### src/rtl/fas_pkg.sv
package fas_pkg;

  typedef enum logic [2:0] {
    ST_IDLE,
    ST_CAPTURE,
    ST_CORRELATE,
    ST_RAMP,
    ST_UPDATE_WAIT,
    ST_DONE
  } seqState_t;

  // Strobes from the sequencer to the datapath
  typedef struct packed {
    logic capWrite;   // store the current sample pair
    logic accFirst;   // first product of a lag sum
    logic accEn;      // accumulate this cycle
    logic accLast;    // last product of a lag sum: evaluate peak
  } dpCtrl_t;

endpackage

### src/rtl/fas_capture_store.sv
module fas_capture_store
  import fas_pkg::*;
#(
  parameter int DATA_W    = 12,
  parameter int BLOCK_LEN = 32,
  parameter int MAX_LAG   = 31,
  localparam int FB_DEPTH = BLOCK_LEN + MAX_LAG,
  localparam int FB_AW    = $clog2(FB_DEPTH),
  localparam int N_W      = (BLOCK_LEN > 1) ? $clog2(BLOCK_LEN) : 1,
  localparam int LAG_W    = $clog2(MAX_LAG + 1)
) (
  input  logic                     clk,
  input  logic                     capWrite,
  input  logic [FB_AW-1:0]         capIdx,
  input  logic signed [DATA_W-1:0] txIn,
  input  logic signed [DATA_W-1:0] fbIn,
  input  logic [N_W-1:0]           sumIdx,
  input  logic [LAG_W-1:0]         lagIdx,
  output logic signed [DATA_W-1:0] txRd,
  output logic signed [DATA_W-1:0] fbRd
);

  logic signed [DATA_W-1:0] txMem [BLOCK_LEN];
  logic signed [DATA_W-1:0] fbMem [FB_DEPTH];
  logic [FB_AW-1:0]         fbAddr;

  // One write port per bank; transmit bank only fills for the first block
  generate
    for (genvar i = 0; i < FB_DEPTH; i++) begin : g_fb
      always_ff @(posedge clk) begin
        if (capWrite && capIdx == FB_AW'(i)) fbMem[i] <= fbIn;
      end
    end
    for (genvar j = 0; j < BLOCK_LEN; j++) begin : g_tx
      always_ff @(posedge clk) begin
        if (capWrite && capIdx == FB_AW'(j)) txMem[j] <= txIn;
      end
    end
  endgenerate

  assign fbAddr = FB_AW'(sumIdx) + FB_AW'(lagIdx);
  assign txRd   = txMem[sumIdx];
  assign fbRd   = fbMem[fbAddr];

endmodule

### src/rtl/fas_corr_peak.sv
module fas_corr_peak
  import fas_pkg::*;
#(
  parameter int DATA_W    = 12,
  parameter int BLOCK_LEN = 32,
  parameter int MAX_LAG   = 31,
  localparam int PROD_W   = 2 * DATA_W,
  localparam int ACC_W    = PROD_W + $clog2(BLOCK_LEN) + 1,
  localparam int LAG_W    = $clog2(MAX_LAG + 1)
) (
  input  logic                     clk,
  input  logic                     rstN,
  input  logic                     accFirst,
  input  logic                     accEn,
  input  logic                     accLast,
  input  logic [LAG_W-1:0]         lagIdx,
  input  logic signed [DATA_W-1:0] txRd,
  input  logic signed [DATA_W-1:0] fbRd,
  output logic [LAG_W-1:0]         bestLag
);

  logic signed [PROD_W-1:0] prod;
  logic signed [ACC_W-1:0]  prodExt;
  logic signed [ACC_W-1:0]  acc;
  logic signed [ACC_W-1:0]  sumNext;
  logic signed [ACC_W-1:0]  bestSum;
  logic                     takePeak;

  assign prod    = txRd * fbRd;
  assign prodExt = {{(ACC_W - PROD_W){prod[PROD_W-1]}}, prod};
  assign sumNext = (accFirst ? '0 : acc) + prodExt;
  // strict compare keeps the earliest lag on ties; lag 0 seeds the search
  assign takePeak = accLast && ((lagIdx == '0) || (sumNext > bestSum));

  always_ff @(posedge clk) begin
    if (!rstN) begin
      acc     <= '0;
      bestSum <= '0;
      bestLag <= '0;
    end else begin
      if (accEn) acc <= sumNext;
      if (takePeak) begin
        bestSum <= sumNext;
        bestLag <= lagIdx;
      end
    end
  end

endmodule

### src/rtl/fas_datapath.sv
module fas_datapath
  import fas_pkg::*;
#(
  parameter int DATA_W    = 12,
  parameter int BLOCK_LEN = 32,
  parameter int MAX_LAG   = 31,
  localparam int FB_AW    = $clog2(BLOCK_LEN + MAX_LAG),
  localparam int N_W      = (BLOCK_LEN > 1) ? $clog2(BLOCK_LEN) : 1,
  localparam int LAG_W    = $clog2(MAX_LAG + 1)
) (
  input  logic                     clk,
  input  logic                     rstN,
  input  dpCtrl_t                  ctrl,
  input  logic [FB_AW-1:0]         capIdx,
  input  logic [N_W-1:0]           sumIdx,
  input  logic [LAG_W-1:0]         lagIdx,
  input  logic signed [DATA_W-1:0] txSample,
  input  logic signed [DATA_W-1:0] fbSample,
  output logic [LAG_W-1:0]         bestLag
);

  logic signed [DATA_W-1:0] txRd;
  logic signed [DATA_W-1:0] fbRd;

  fas_capture_store #(
    .DATA_W(DATA_W), .BLOCK_LEN(BLOCK_LEN), .MAX_LAG(MAX_LAG)
  ) u_store (
    .clk     (clk),
    .capWrite(ctrl.capWrite),
    .capIdx  (capIdx),
    .txIn    (txSample),
    .fbIn    (fbSample),
    .sumIdx  (sumIdx),
    .lagIdx  (lagIdx),
    .txRd    (txRd),
    .fbRd    (fbRd)
  );

  fas_corr_peak #(
    .DATA_W(DATA_W), .BLOCK_LEN(BLOCK_LEN), .MAX_LAG(MAX_LAG)
  ) u_peak (
    .clk     (clk),
    .rstN    (rstN),
    .accFirst(ctrl.accFirst),
    .accEn   (ctrl.accEn),
    .accLast (ctrl.accLast),
    .lagIdx  (lagIdx),
    .txRd    (txRd),
    .fbRd    (fbRd),
    .bestLag (bestLag)
  );

endmodule

### src/rtl/fas_control.sv
module fas_control
  import fas_pkg::*;
#(
  parameter int BLOCK_LEN = 32,
  parameter int MAX_LAG   = 31,
  parameter int RAMP_LEN  = 64,
  parameter int NUM_RAMPS = 6,
  localparam int FB_DEPTH = BLOCK_LEN + MAX_LAG,
  localparam int FB_AW    = $clog2(FB_DEPTH),
  localparam int N_W      = (BLOCK_LEN > 1) ? $clog2(BLOCK_LEN) : 1,
  localparam int LAG_W    = $clog2(MAX_LAG + 1),
  localparam int RS_W     = (RAMP_LEN > 1) ? $clog2(RAMP_LEN) : 1,
  localparam int RIDX_W   = (NUM_RAMPS > 1) ? $clog2(NUM_RAMPS) : 1
) (
  input  logic              clk,
  input  logic              rstN,
  input  logic              startPulse,
  input  logic              sampleValid,
  input  logic              updateDone,
  output dpCtrl_t           ctrl,
  output logic [FB_AW-1:0]  capIdx,
  output logic [N_W-1:0]    sumIdx,
  output logic [LAG_W-1:0]  lagIdx,
  output logic              captureActive,
  output logic              rampActive,
  output logic [RIDX_W-1:0] rampIndex,
  output logic              updateReq,
  output logic              delayValid,
  output logic              seqDone
);

  localparam logic [FB_AW-1:0]  CAP_LAST  = FB_AW'(FB_DEPTH - 1);
  localparam logic [N_W-1:0]    SUM_LAST  = N_W'(BLOCK_LEN - 1);
  localparam logic [LAG_W-1:0]  LAG_LAST  = LAG_W'(MAX_LAG);
  localparam logic [RS_W-1:0]   RAMP_LAST = RS_W'(RAMP_LEN - 1);
  localparam logic [RIDX_W-1:0] IDX_LAST  = RIDX_W'(NUM_RAMPS - 1);

  seqState_t        state;
  logic [RS_W-1:0]  rampSmp;
  logic             sumEnd;

  assign sumEnd = (sumIdx == SUM_LAST);

  always_comb begin
    ctrl          = '0;
    ctrl.capWrite = (state == ST_CAPTURE) && sampleValid;
    ctrl.accEn    = (state == ST_CORRELATE);
    ctrl.accFirst = (state == ST_CORRELATE) && (sumIdx == '0);
    ctrl.accLast  = (state == ST_CORRELATE) && sumEnd;
  end

  always_ff @(posedge clk) begin
    if (!rstN) begin
      state     <= ST_IDLE;
      capIdx    <= '0;
      sumIdx    <= '0;
      lagIdx    <= '0;
      rampSmp   <= '0;
      rampIndex <= '0;
      updateReq <= 1'b0;
    end else begin
      updateReq <= 1'b0;
      unique case (state)
        ST_IDLE, ST_DONE: begin
          if (startPulse) begin
            state     <= ST_CAPTURE;
            capIdx    <= '0;
            rampIndex <= '0;
          end
        end
        ST_CAPTURE: begin
          if (sampleValid) begin
            if (capIdx == CAP_LAST) begin
              state  <= ST_CORRELATE;
              sumIdx <= '0;
              lagIdx <= '0;
            end else begin
              capIdx <= capIdx + 1'b1;
            end
          end
        end
        ST_CORRELATE: begin
          if (sumEnd) begin
            sumIdx <= '0;
            if (lagIdx == LAG_LAST) begin
              state     <= ST_RAMP;
              rampSmp   <= '0;
              rampIndex <= '0;
            end else begin
              lagIdx <= lagIdx + 1'b1;
            end
          end else begin
            sumIdx <= sumIdx + 1'b1;
          end
        end
        ST_RAMP: begin
          if (sampleValid) begin
            if (rampSmp == RAMP_LAST) begin
              state     <= ST_UPDATE_WAIT;
              updateReq <= 1'b1;
            end else begin
              rampSmp <= rampSmp + 1'b1;
            end
          end
        end
        ST_UPDATE_WAIT: begin
          if (updateDone) begin
            if (rampIndex == IDX_LAST) begin
              state <= ST_DONE;
            end else begin
              state     <= ST_RAMP;
              rampSmp   <= '0;
              rampIndex <= rampIndex + 1'b1;
            end
          end
        end
        default: state <= ST_IDLE;
      endcase
    end
  end

  assign captureActive = (state == ST_CAPTURE);
  assign rampActive    = (state == ST_RAMP);
  assign delayValid    = (state == ST_RAMP) || (state == ST_UPDATE_WAIT) ||
                         (state == ST_DONE);
  assign seqDone       = (state == ST_DONE);

endmodule

### src/rtl/fb_align_sequencer.sv
module fb_align_sequencer
  import fas_pkg::*;
#(
  parameter int DATA_W    = 12,
  parameter int BLOCK_LEN = 32,
  parameter int MAX_LAG   = 31,
  parameter int RAMP_LEN  = 64,
  parameter int NUM_RAMPS = 6
) (
  input  logic                     clk,
  input  logic                     rstN,
  input  logic                     startPulse,
  input  logic                     sampleValid,
  input  logic signed [DATA_W-1:0] txSample,
  input  logic signed [DATA_W-1:0] fbSample,
  input  logic                     updateDone,
  output logic                     captureActive,
  output logic                     rampActive,
  output logic [((NUM_RAMPS > 1) ? $clog2(NUM_RAMPS) : 1)-1:0] rampIndex,
  output logic                     updateReq,
  output logic [$clog2(MAX_LAG + 1)-1:0] alignOffset,
  output logic                     delayValid,
  output logic                     seqDone
);

  localparam int FB_AW = $clog2(BLOCK_LEN + MAX_LAG);
  localparam int N_W   = (BLOCK_LEN > 1) ? $clog2(BLOCK_LEN) : 1;
  localparam int LAG_W = $clog2(MAX_LAG + 1);

  dpCtrl_t          ctrl;
  logic [FB_AW-1:0] capIdx;
  logic [N_W-1:0]   sumIdx;
  logic [LAG_W-1:0] lagIdx;

  fas_control #(
    .BLOCK_LEN(BLOCK_LEN), .MAX_LAG(MAX_LAG),
    .RAMP_LEN(RAMP_LEN), .NUM_RAMPS(NUM_RAMPS)
  ) u_ctrl (
    .clk          (clk),
    .rstN         (rstN),
    .startPulse   (startPulse),
    .sampleValid  (sampleValid),
    .updateDone   (updateDone),
    .ctrl         (ctrl),
    .capIdx       (capIdx),
    .sumIdx       (sumIdx),
    .lagIdx       (lagIdx),
    .captureActive(captureActive),
    .rampActive   (rampActive),
    .rampIndex    (rampIndex),
    .updateReq    (updateReq),
    .delayValid   (delayValid),
    .seqDone      (seqDone)
  );

  fas_datapath #(
    .DATA_W(DATA_W), .BLOCK_LEN(BLOCK_LEN), .MAX_LAG(MAX_LAG)
  ) u_dp (
    .clk     (clk),
    .rstN    (rstN),
    .ctrl    (ctrl),
    .capIdx  (capIdx),
    .sumIdx  (sumIdx),
    .lagIdx  (lagIdx),
    .txSample(txSample),
    .fbSample(fbSample),
    .bestLag (alignOffset)
  );

endmodule

### config.mk
export PLATFORM = sky130hd
export DESIGN_NAME = fb_align_sequencer
export DESIGN_NICKNAME = d
export VERILOG_FILES = /design/src/rtl/fas_pkg.sv /design/src/rtl/fas_capture_store.sv /design/src/rtl/fas_corr_peak.sv /design/src/rtl/fas_datapath.sv /design/src/rtl/fas_control.sv /design/src/rtl/fb_align_sequencer.sv
export SDC_FILE = /design/constraint.sdc
export NUM_CORES = 2
export LEC_CHECK = 0
export ABC_CLOCK_PERIOD_IN_PS = 26800
export BUFFER_PORTS_ARGS = -buffer_cell sky130_fd_sc_hd__buf_2
export CAP_MARGIN = 20
export CORE_MARGIN = 10
export CORE_UTILIZATION = 35
export CTS_BUF_LIST = sky130_fd_sc_hd__clkbuf_4 sky130_fd_sc_hd__clkbuf_8 sky130_fd_sc_hd__clkbuf_16
export CTS_CLUSTER_DIAMETER = 120
export DETAILED_ROUTE_END_ITERATION = 7
export SYNTH_ARGS = -nofsm -noshare
export SYNTH_HDL_FRONTEND = slang
export SYNTH_HIERARCHICAL = 1
export SYNTH_SLANG_ARGS = --single-unit
### constraint.sdc
create_clock -name clk -period 26.8 [get_ports clk]
set_input_delay 2.68 -clock clk [delete_from_list [all_inputs] [get_ports clk]]
set_output_delay 2.68 -clock clk [all_outputs]
set_load 0.005 [all_outputs]
After elaboration in Yosys (flattened, before gate mapping)

Memories as Yosys holds them, arrays and structs flattened. A register that Yosys moved wholly into a read port is not among the register bits.
Index checks and enable logic that the tools add are counted.

Memories kept: 2
RAM bits: 1140
Register bits after elaboration: 94
Word-level logic and storage cells: 726

Memories:

| memory             | depth | bits a word | rd ports | clocked after memory_dff | wr ports | line                    | RTL |
|---|---|---|---|---|---|---|---|
| u_dp.u_store.fbMem | 63    | 12          | 1        | 0                        | 1        | fas_capture_store.sv:24 | `logic signed [DATA_W-1:0] fbMem [FB_DEPTH];` |
| u_dp.u_store.txMem | 32    | 12          | 1        | 1                        | 1        | fas_capture_store.sv:23 | `logic signed [DATA_W-1:0] txMem [BLOCK_LEN];` |

Equal/unequal tests: 83
Reductions and logical operators: 179
Magnitude comparators: 1
Add/sub/neg operators: 7
Multiply operators: 1
Mux-type cells: 443

Operators with widths:

| operator                                      | number |
|---|---|
| two-way mux 12 bit                            | 93 |
| OR reduction 12 bit                           | 93 |
| two-way mux 6 bit                             | 71 |
| two-way mux 1 bit                             | 220 |
| == test 6 bit, second input constant          | 32 |
| two-way mux 5 bit                             | 38 |
| == test 6 x 5 -> 1 bit, second input constant | 16 |
| logical AND 1 bit                             | 67 |
| == test 6 x 4 -> 1 bit, second input constant | 8 |
| two-way mux 3 bit                             | 14 |
| adder 30 bit                                  | 1 |
| > comparator 30 bit                           | 1 |
| two-way mux 30 bit                            | 1 |
| == test 6 x 3 -> 1 bit, second input constant | 4 |
| multiplier 12 x 12 -> 24 bit                  | 1 |
| != test 2 bit, second input constant          | 10 |
| case mux 5 bit (2 select lines)               | 2 |
| case mux 6 bit (3 select lines)               | 1 |
| case mux 3 bit (5 select lines)               | 1 |
| adder 6 x 1 -> 6 bit, second input constant   | 2 |
| == test 6 x 2 -> 1 bit, second input constant | 2 |
| case mux 6 bit (2 select lines)               | 1 |
| adder 5 x 1 -> 5 bit, second input constant   | 2 |
| == test 5 bit, second input constant          | 2 |
| other kinds (21)                              | 31 |

Depth between registers and ports, before layout

Word-level depth: 68
Gate-level depth with buffers: 63
Mapped depth without buffers: 56

Hierarchy

Netlist, hierarchy kept.

Modules (own cells, without submodules):

| module            | cells an instance | seq. area each (um^2) | instances | area each (um^2) |
|---|---|---|---|---|
| fas_capture_store | 2027              | 34232.8               | 1         | 44480.2 |
| fas_corr_peak     | 1177              | 1301.2                | 1         | 10151.0 |
| fas_control       | 218               | 580.6                 | 1         | 1773.0 |

Worst setup path after synthesis

No wires, ideal clock.

Kind: register to register
Start: reg u_ctrl.lagIdx[0]
End: reg u_dp.u_peak.bestSum[14]
Stages on the path, launching flop included: 55
Setup slack: 15.416 ns
Period minus slack after synthesis: 11.384 ns
Setup time: 0.128 ns
Arrival: 11.257 ns
Cell sequence: dfxtp_1 > ha_1 > fa_1 > buf_4 > buf_4 > buf_4 > mux4_2 > nor3_1 > or4_1 > a221oi_1 > clkbuf_1 > nand2_1 > fa_1 > inv_1 > ha_1 > inv_1 > fa_1 > inv_1 > [19 not listed] > a21boi_2 > o21ai_2 > a21boi_2 > or3_4 > and2_1 > ha_1 > and4_1 > nand2_1 > or3_1 > a31oi_1 > a211o_1 > xor2_1 > o22ai_2 > nand2_1 > buf_2 > buf_4 > mux2i_1 > nor2_1

Cells in the longest elaborated chain, start to end: 7
Elaborated cells between the ends (all ways): 8

Ends and longest elaborated chain:

| element                           | line                    | RTL |
|---|---|---|
| start, declared                   | fas_control.sv:23       | `output logic [LAG_W-1:0] lagIdx,` |
| start signal, assigned            | fas_control.sv:90       | `lagIdx <= lagIdx + 1'b1;` |
| adder 5 x 5 -> 6 bit              | fas_capture_store.sv:41 | `assign fbAddr = FB_AW'(sumIdx) + FB_AW'(lagIdx);` |
| memory read (63 x 12 bit)         | n/a                     |  |
| named net u_dp.fbRd[0]            | fas_datapath.sv:23      | `logic signed [DATA_W-1:0] fbRd;` |
| multiplier 12 x 12 -> 24 bit      | fas_corr_peak.sv:29     | `assign prod = txRd * fbRd;` |
| adder 30 bit                      | fas_corr_peak.sv:31     | `assign sumNext = (accFirst ? '0 : acc) + prodExt;` |
| named net u_dp.u_peak.sumNext[28] | fas_corr_peak.sv:25     | `logic signed [ACC_W-1:0] sumNext;` |
| > comparator 30 bit               | fas_corr_peak.sv:33     | `assign takePeak = accLast && ((lagIdx == '0) \|\| (sumNext > bestSum));` |
| logical OR 1 bit                  | fas_corr_peak.sv:33     |  |
| logical AND 1 bit                 | fas_corr_peak.sv:33     |  |
| end signal, assigned              | fas_corr_peak.sv:43     | `bestSum <= sumNext;` |
| end, declared                     | fas_corr_peak.sv:26     | `logic signed [ACC_W-1:0] bestSum;` |

The timed path passes the listed nets, and every way through them passes these cells.
A chain may end at the register's enable or synchronous reset.

Worst setup path after layout

Start: reg u_ctrl.sumIdx[0]
End: reg u_dp.u_peak.bestSum[13]

Cells in the longest elaborated chain, start to end: 7
Elaborated cells between the ends (all ways): 12

Ends and longest elaborated chain:

| element                           | line                    | RTL |
|---|---|---|
| start, declared                   | fas_control.sv:22       | `output logic [N_W-1:0] sumIdx,` |
| start signal, assigned            | fas_control.sv:93       | `sumIdx <= sumIdx + 1'b1;` |
| adder 5 x 5 -> 6 bit              | fas_capture_store.sv:41 |  |
| memory read (63 x 12 bit)         | n/a                     |  |
| named net u_dp.fbRd[0]            | fas_datapath.sv:23      |  |
| multiplier 12 x 12 -> 24 bit      | fas_corr_peak.sv:29     |  |
| adder 30 bit                      | fas_corr_peak.sv:31     |  |
| named net u_dp.u_peak.sumNext[28] | fas_corr_peak.sv:25     |  |
| > comparator 30 bit               | fas_corr_peak.sv:33     |  |
| logical OR 1 bit                  | fas_corr_peak.sv:33     |  |
| logical AND 1 bit                 | fas_corr_peak.sv:33     |  |

The timed path passes the listed nets, and every way through them passes these cells.

==> metrics <==
post-synthesis sequential area ratio=64.0%; DR vias/cell=5.22; CP dominant cell by count=inv_1; post_cts resized=0; Max FO, Critical Path=40; largest cells by area after synthesis=edfxtp_1 (61%), mux4_2 (12%), fa_1 (5.0%); outcome=finished, final reports clean; layout cells sized above 1=21.5%; Synth top area share=60.7%; post-synth top area cell=edfxtp_1; CP startpoint kind=flop; drt first pass iters=5; Post-CTS Setup Inserts=0; most frequent cells in the layout=edfxtp_1 (1140), mux4_2 (297), nand2_1 (244), inv_1 (217), nor2_1 (162); leading cell type in the layout, fill and taps excluded=edfxtp_1; Slowest cell on crit path=buf_4; asr flop ratio synth=0%; Critical Path Max Stage Delay=770 ps; H-tree Lvls=4; flops & latches, synth=1234; initial antenna violation count=9; min-delay worst type=reg -> reg; Syn-to-layout area delta=13.2%; initial core utilization=35.2%; routed len/inst=23.0 um; Worst Tran Pin Value=1130 ps; Register Area=36100 um^2; Cells after Synth=3422; chip height=421 um; Worst R2R Setup Slack=12450 ps; die area=178000 um^2; Rel. slew slack=24.5%; number of synthesized flops with an enable pin=1140; largest net degree at the start of global routing=90; vias in the first global route=30800; hold-fix buffers at CTS=0; DP HPWL=80400 um; clock slew at reported path FFs=60 ps; initial DRC count=2874; skew final=31.0 ps; Post-Syn Area=56400 um^2; first-pass GRT wire length=202000 um; RD Place Congestion=0.808; Fmax=69.7 MHz; crit end category=flop; Arrival @ worst endpoint=14970 ps; io pins=42; Mean Syn Cell Area=16.5 um^2; Fillers=14600; clock tree from TritonCTS=yes; Site Rows=147; YS warnings=6; CTS Buf Count=133; DR DRC count=0; vias after detailed routing=30300; Pins Over Slew Limit=0; syn_nets=3716; Clock Latency Late Sink=770 ps; Req. time, crit path=27430 ps; area of the multi-input gates=18800 um^2; Max clock buf depth=3; Routed Antenna Nets=0; Overall Global Routing Usage=14.9%; final worst path period share=53.5%; Max Cap Violations=0; Sum Neg Setup Slack=0 ps; root buffer cell=clkbuf_16; core area=160000 um^2; final wirelength=134000 um; prevailing post-synth register cell=edfxtp_1; Final Hold Fails=0; fin crit period=14350 ps; # clock sinks=1234; RSZ-0062 raised after global routing=false; Port Buffers=41; WS Path Type=reg -> reg; nets=3829; total grt overflow=0; Netlist cell types=98; Die X=421 um; Setup violations, final=0
[cells in the mapped netlist (10+ instances only)]
library cell,number
buf_4,24
o211ai_1,14
mux2_2,37
nand2_1,245
a21o_1,18
nor2_1,194
and2_1,52
and3_1,19
fa_1,140
buf_1,11
nor3_1,41
nor2b_1,43
o21ai_0,45
dfxtp_1,94
o21a_1,10
xnor2_1,46
nand4_1,11
nand3_1,73
inv_1,218
nand2b_1,17
mux4_2,297
clkbuf_1,74
ha_1,125
edfxtp_1,1140
buf_2,38
o21ai_1,12
mux2i_1,83
o2111ai_1,11
a21oi_1,98
buf_6,12
a211oi_1,22
[kinds of logic after synthesis]
family	Yosys count	synth area share, %
AOI/OAI and AO/OA	316	3.90
xor gates and xnor gates	57	0.932
adders and majority gates	265	7.74
buffers and inverters	388	3.09
DFF	1234	64.0
muxes	417	14.1
and+or+nand+nor	745	6.24
[registers in the layout, summed over array words and instances, names as in the netlist]
signal,count
u_ctrl/sumIdx,5
u_dp/u_store/txMem,384
u_dp/u_peak/acc,30
u_ctrl/updateReq,1
u_ctrl/rampSmp,6
u_ctrl/lagIdx,5
u_ctrl/state,3
u_dp/u_peak/bestSum,30
u_dp/u_store/fbMem,756
u_ctrl/capIdx,6
u_dp/u_peak/bestLag,5
u_ctrl/rampIndex,3
[area by class of cell]
cell class / count / area share [%]
clock buffers: 174 / 5.75
inverters: 224 / 1.32
clock inverters: 65 / 0.975
flip-flops and latches: 1234 / 56.6
diodes: 3 / 0.0118
repair buffers: 142 / 1.74
well taps: 2160 / 4.23
multi-input cells: 1800 / 29.4
[per-layer routing]
layer | track usage [%] | wire length (um) | up-vias
met4 | 3.90 | 3020 | 4
met5 | 0 | 21 | -
met3 | 2.45 | 7060 | 177
li1 | - | - | 13300
met1 | 20.3 | 57900 | 16000
met2 | 24.6 | 65500 | 835
[path summary, 6_finish.rpt]
| check | start | depth (start not counted) | end |
|---|---|---|---|
| hold / removal | u_dp/u_peak/bestSum[28]$_SDFFE_PN0P_ | 2 | u_dp/u_peak/bestSum[28]$_SDFFE_PN0P_ |
| setup / recovery | u_ctrl/sumIdx[0]$_SDFFE_PN0P_ | 49 | u_dp/u_peak/bestSum[13]$_SDFFE_PN0P_ |
| setup reg to reg | u_ctrl/sumIdx[0]$_SDFFE_PN0P_ | 49 | u_dp/u_peak/bestSum[13]$_SDFFE_PN0P_ |
| hold reg to reg | u_dp/u_peak/bestSum[28]$_SDFFE_PN0P_ | 2 | u_dp/u_peak/bestSum[28]$_SDFFE_PN0P_ |
[critical path: cells and delay by family, from the launching register on]
kind                       cells  cell delay [ps]
DFF                            1              710
muxes                          2              560
AOI/OAI and AO/OA             13             2430
adders and majority gates      9             4190
buffers and inverters          9             2480
xor gates and xnor gates       1              150
and+or+nand+nor               15             3520
[metrics by stage]
step	setup slack [ps]	cell area (um^2)	utilization (%)	hold WS (ps)	cells
2_1_floorplan	15420	56400	-	436	3422
3_3_place_gp	12110	59300	37.0	443	5545
3_5_place_dp	11880	59400	37.0	453	5552
4_1_cts	11850	63700	39.7	461	5791
5_1_grt	11240	63900	39.8	486	5799
6_report	12450	63900	39.8	460	5802
Power is not shown: default switching activity piles up to over one toggle a cycle in this logic, so the estimate is an artifact.
